## config.mk

```make
export PLATFORM = sky130hd
export DESIGN_NAME = psr_fieldwrite_unit
export DESIGN_NICKNAME = d
export VERILOG_FILES = /design/src/rtl/psr_pkg.sv /design/src/rtl/psr_lane_mask.sv /design/src/rtl/psr_update_ctl.sv /design/src/rtl/psr_fieldwrite_unit.sv
export SDC_FILE = /design/constraint.sdc
export NUM_CORES = 1
export LEC_CHECK = 0
export ABC_CLOCK_PERIOD_IN_PS = 1630
export BUFFER_PORTS_ARGS = -buffer_cell sky130_fd_sc_hd__buf_2
export CAP_MARGIN = 10
export CORE_MARGIN = 2
export CORE_UTILIZATION = 45
export CTS_BUF_LIST = sky130_fd_sc_hd__clkbuf_4 sky130_fd_sc_hd__clkbuf_8 sky130_fd_sc_hd__clkbuf_16
export DETAILED_ROUTE_END_ITERATION = 16
export GPL_TIMING_DRIVEN = 0
export HOLD_SLACK_MARGIN = 0.05
export PLACE_DENSITY = 0.78
export SYNTH_ARGS = -nofsm -noshare
export SYNTH_HDL_FRONTEND = slang
export SYNTH_SLANG_ARGS = --single-unit
```

## constraint.sdc

```tcl
create_clock -name clk -period 1.63 [get_ports clk]
set_clock_uncertainty 0.05 [all_clocks]
set_input_delay 0.0815 -clock clk [delete_from_list [all_inputs] [get_ports clk]]
set_output_delay 0.0815 -clock clk [all_outputs]
set_load 0.005 [all_outputs]
```

## src/rtl/psr_pkg.sv

```systemverilog
package psr_pkg;

  localparam int PSR_W    = 32;
  localparam int MODE_W   = 5;
  localparam int LANES    = 4;
  localparam int LANE_W   = PSR_W / LANES;
  localparam int FLAG_W   = 4;
  localparam int FLAG_LSB = PSR_W - FLAG_W;

  typedef logic [MODE_W-1:0] mode_t;
  typedef logic [PSR_W-1:0]  psr_t;

  localparam mode_t MODE_USR = 5'b10000;
  localparam mode_t MODE_SVC = 5'b10011;
  localparam psr_t  PSR_RST  = {{(PSR_W-8){1'b0}}, 3'b110, MODE_SVC};

  typedef struct packed {
    logic  fire;
    mode_t prev;
    mode_t next;
  } mode_evt_t;

  // keep old bits where mask is clear, take new bits where it is set
  function automatic psr_t lane_merge(input psr_t old_w, input psr_t new_w, input psr_t mask);
    return (old_w & ~mask) | (new_w & mask);
  endfunction

  // user-mode write: condition flags only
  function automatic psr_t flags_only(input psr_t old_w, input psr_t new_w);
    psr_t fmask;
    fmask = {{FLAG_W{1'b1}}, {FLAG_LSB{1'b0}}};
    return lane_merge(old_w, new_w, fmask);
  endfunction

  function automatic mode_t mode_of(input psr_t w);
    return w[MODE_W-1:0];
  endfunction

endpackage

```

## src/rtl/psr_lane_mask.sv

```systemverilog
module psr_lane_mask #(
  parameter int LANES  = 4,
  parameter int LANE_W = 8
) (
  input  logic [LANES-1:0]        lane_en,
  output logic [LANES*LANE_W-1:0] mask
);
  for (genvar g = 0; g < LANES; g++) begin : g_lane
    assign mask[g*LANE_W +: LANE_W] = {LANE_W{lane_en[g]}};
  end
endmodule

```

## src/rtl/psr_update_ctl.sv

```systemverilog
module psr_update_ctl
  import psr_pkg::*;
(
  input  psr_t      cpsr_q,
  input  psr_t      spsr_q,
  input  logic      wr_en,
  input  psr_t      wr_value,
  input  psr_t      wr_mask,
  input  logic      wr_to_saved,
  input  logic      restore_en,
  input  logic      rd_saved_sel,
  output psr_t      cpsr_d,
  output logic      cpsr_load,
  output logic      spsr_load,
  output mode_evt_t evt,
  output logic      err
);
  logic is_user;
  logic restore_ok;
  logic cpsr_wr;

  assign is_user    = (mode_of(cpsr_q) == MODE_USR);
  assign restore_ok = restore_en && !is_user;
  assign cpsr_wr    = wr_en && !wr_to_saved && !restore_en;
  assign spsr_load  = wr_en && wr_to_saved && !restore_en && !is_user;
  assign cpsr_load  = restore_ok || cpsr_wr;

  always_comb begin
    if (restore_ok)   cpsr_d = spsr_q;
    else if (is_user) cpsr_d = flags_only(cpsr_q, wr_value);
    else              cpsr_d = lane_merge(cpsr_q, wr_value, wr_mask);
  end

  assign evt.prev = mode_of(cpsr_q);
  assign evt.next = cpsr_load ? mode_of(cpsr_d) : mode_of(cpsr_q);
  assign evt.fire = cpsr_load && (mode_of(cpsr_d) != mode_of(cpsr_q));

  assign err = is_user && (restore_en || (wr_en && wr_to_saved) || rd_saved_sel);
endmodule

```

## src/rtl/psr_fieldwrite_unit.sv

```systemverilog
module psr_fieldwrite_unit
  import psr_pkg::*;
(
  input  logic                  clk,
  input  logic                  rst_n,
  input  logic                  wr_en,
  input  logic [PSR_W-1:0]      wr_value,
  input  logic [LANES-1:0]      wr_fields,
  input  logic                  wr_to_saved,
  input  logic                  restore_en,
  input  logic                  rd_saved_sel,
  output logic [PSR_W-1:0]      rd_data,
  output logic [MODE_W-1:0]     cur_mode,
  output logic                  mode_chg_pulse,
  output logic [MODE_W-1:0]     mode_prev,
  output logic [MODE_W-1:0]     mode_next,
  output logic                  access_err
);
  psr_t      cpsr_q, spsr_q, cpsr_d, wr_mask;
  logic      cpsr_load, spsr_load;
  mode_evt_t evt;

  psr_lane_mask #(.LANES(LANES), .LANE_W(LANE_W)) u_mask (
    .lane_en (wr_fields),
    .mask    (wr_mask)
  );

  psr_update_ctl u_ctl (
    .cpsr_q       (cpsr_q),
    .spsr_q       (spsr_q),
    .wr_en        (wr_en),
    .wr_value     (wr_value),
    .wr_mask      (wr_mask),
    .wr_to_saved  (wr_to_saved),
    .restore_en   (restore_en),
    .rd_saved_sel (rd_saved_sel),
    .cpsr_d       (cpsr_d),
    .cpsr_load    (cpsr_load),
    .spsr_load    (spsr_load),
    .evt          (evt),
    .err          (access_err)
  );

  always_ff @(posedge clk) begin
    if (!rst_n) begin
      cpsr_q <= PSR_RST;
      spsr_q <= '0;
    end else begin
      if (cpsr_load) cpsr_q <= cpsr_d;
      if (spsr_load) spsr_q <= wr_value;
    end
  end

  assign rd_data        = rd_saved_sel ? spsr_q : cpsr_q;
  assign cur_mode       = mode_of(cpsr_q);
  assign mode_chg_pulse = evt.fire;
  assign mode_prev      = evt.prev;
  assign mode_next      = evt.next;
endmodule

```

==> impl_metrics.env <==
export IMPL_synth_seq_cells=64
export IMPL_floorplan_initialDensity_pct=45.8
export IMPL_utilization_pct=72.8
export IMPL_dr_pass1_iters=6
export IMPL_io_pins=91
export IMPL_numCtsBuffers=9
export IMPL_worst_ep_required_time_ps=1500
export IMPL_drc_errors=0
export IMPL_grt_remaining_overflow=0
export IMPL_power_density_mw_per_mm2=741
export IMPL_avgSynthCellArea_sq_um=7.91
export IMPL_diodes=0
export IMPL_die_w_um=92.0
export IMPL_path_cells="nor4_4, buf_4, and2_4, nor2_2, mux2i_1, a31oi_1, buf_2"
export IMPL_power_leakage_nw=2.28
export IMPL_synth_area_sq_mm=0.00348
export IMPL_setup_viol=70
export IMPL_yosysMostFrequentCell="nand2_1"
export IMPL_critPathSlowestCell="dfxtp_4"
export IMPL_track_usage_pct=28.2
export IMPL_cts_tree="yes"
export IMPL_hp_class="in -> reg"
export IMPL_worstPathMaxFanout=3
export IMPL_cts_root_buf="clkbuf_8"
export IMPL_clk_latency_ps=350
export IMPL_outcome="finished with violations"
export IMPL_crit_buf_inv=2
export IMPL_ys_warn_count=0
export IMPL_setup_ws_ps=-337
export IMPL_nets=634
export IMPL_drt_first_iter_violations=332
export IMPL_antenna_found_initial=0
export IMPL_async_reset_ff_share_pct=0
export IMPL_die_area_sq_mm=0.00845
export IMPL_finalPower_w=0.00411
export IMPL_synthTopCellsByArea="dfxtp_1, nand2_1, mux2_2, a21oi_1, a22oi_1"
export IMPL_wire_per_inst_um=18.9
export IMPL_io_buffers=86
export IMPL_grt_pass1_vias=3935
export IMPL_grt_max_degree=11
export IMPL_synthFlopType="dfxtp_1"
export IMPL_ant_nets=0
export IMPL_vias=4053
export IMPL_vdd_drop_max_v=0.000504
export IMPL_critPathMaxStageDelay_ps=360
export IMPL_rsz0062_at_grt="yes"
export IMPL_die_h_um=92.0
export IMPL_violations="setup timing"
export IMPL_place_hpwl_um=7090
export IMPL_drive_above_1_share_pct=52.7
export IMPL_criticalPathCategory="reg -> out"
export IMPL_gp_congestion=0.884
export IMPL_clock_fmax_ghz=0.508
export IMPL_viasPerCell=5.81
export IMPL_critPathLaunchType="register"
export IMPL_synth_edf_count=0
export IMPL_end_kind="output pin"
export IMPL_syn_inst=440
export IMPL_cp_top_family="simple AND/OR/NAND/NOR gates"
export IMPL_synthToLayoutAreaGrowth_pct=59.1
export IMPL_synth_top_cells_by_count="nand2_1, dfxtp_1, a21oi_1"
export IMPL_rows=32
export IMPL_core_sq_mm=0.00761
export IMPL_grt_first_pass_wirelength_um=18700
export IMPL_netlist_cell_type_count=38
export IMPL_drv_cap=0
export IMPL_cts_sinks=64
export IMPL_htree_levels=3
export IMPL_syn_nets=482
export IMPL_max_slew_margin_rel_pct=43.9
export IMPL_finalHoldViolCount=0
export IMPL_fin_crit_sh_pct=121
export IMPL_clkTransAtPathRegs_ps=80
export IMPL_worst_pin_slew_ps=841
export IMPL_synth_area_leader_cell="dfxtp_1"
export IMPL_synth_top_area_share_pct=36.8
export IMPL_arrival_ps=1840
export IMPL_seq_area_frac_synth_pct=36.8
export IMPL_cts_max_path_buffers=2
export IMPL_routed_wl_um=13200
export IMPL_drv_slew=0
export IMPL_period_minus_slack_ps=1970
-- through the flow --
stage / setup slack, ps / hold slack [ps] / cells / area [sq um] / TNS [ps]
after floorplan: 39.2 / 105 / 440 / 3480 / 0
after global placement: -117 / 272 / 628 / 4040 / -5120
after detailed placement: -146 / 280 / 628 / 4040 / -6680
after CTS: -280 / 135 / 694 / 5160 / -9240
after global routing: -427 / 213 / 698 / 5540 / -20910
final: -337 / 170 / 698 / 5540 / -15430
-- logic make-up (layout without fill, tap and decap cells) --
group                  Yosys count  after routing  share of synthesized area, %
AO/OA/AOI/OAI                  118            118                          21.7
AND/OR/NAND/NOR                169            169                          20.9
multiplexers                    39             39                          12.5
buffers and inverters           50            206                          8.09
flip-flops                      64             64                          36.8
-- final timing paths --
path / from / end / slack, ps / cells past startpoint
worst max register to register: cpsr_q[0] / spsr_q[30] / -320 / 9
worst min-delay path: rst_n / cpsr_q[24] / 170 / 5
worst min register to register: cpsr_q[24] / cpsr_q[24] / 400 / 2
worst max-delay path: cpsr_q[0] / mode_chg_pulse / -340 / 7
-- tightest hold or removal path: cells and delay by family --
kind / cells / cell delay, ps
simple gates: 1 / 60
buf+inv: 2 / 260
compound gates: 2 / 120
-- cell type report --
class | count | area [sq um]
plain buffers | 44 | 322
multi-input cells | 326 | 2540
clock inverters | 4 | 45.0
well taps | 102 | 128
repair buffers | 141 | 1040
flip-flops and latches | 64 | 1300
fillers | 499 | 2070
inverters | 6 | 22.5
clock buffers | 11 | 145
-- registers in the layout, indices dropped and copies added (netlist names), named ones only --
| register | cells |
|---|---|
| cpsr_q | 28 |
| spsr_q | 32 |
-- layout by cell type, fill, tap and decap left out, types with 4 or more instances in the layout --
cell type / n
mux2_2: 36
buf_12: 5
a22oi_2: 21
nand2_1: 80
a21oi_2: 31
inv_1: 6
o21ai_0: 20
a211oi_2: 4
nor2_1: 27
a21o_1: 4
buf_6: 8
buf_2: 94
clkbuf_8: 11
dfxtp_1: 60
dlygate4sd3_1: 33
buf_4: 23
nand2_4: 20
dfxtp_4: 4
nand2_2: 14
a21oi_1: 7
clkbuf_1: 12
-- per-layer routing --
| metal | track usage (%) | vias up | part of all wire, % |
|---|---|---|---|
| met5 | 0 | - | 0 |
| li1 | - | 1812 | - |
| met4 | 15.3 | 0 | 3.7 |
| met3 | 5.51 | 56 | 7.3 |
| met2 | 48.5 | 252 | 50 |
| met1 | 32.9 | 1933 | 39 |
-- report_power, final --
group	leakage, nW	internal, W	switching (W)
registers	0.524	0.00163	0.0000688
clock network	0.102	0.000749	0.000636
logic	1.65	0.000497	0.000527
total	2.28	0.00287	0.00123
-- repair_timing --
action / CTS / global route
setup endpoints to repair: 67 / 81
buffers inserted: 14 / 4
hold buffers: 33 / 0
endpoints found under the hold margin: 41 / 0
gates cloned: 4 / 1
pin swaps: 58 / 35
resized for setup: 111 / 80
Note: power is estimated with default switching activity, not from simulation.
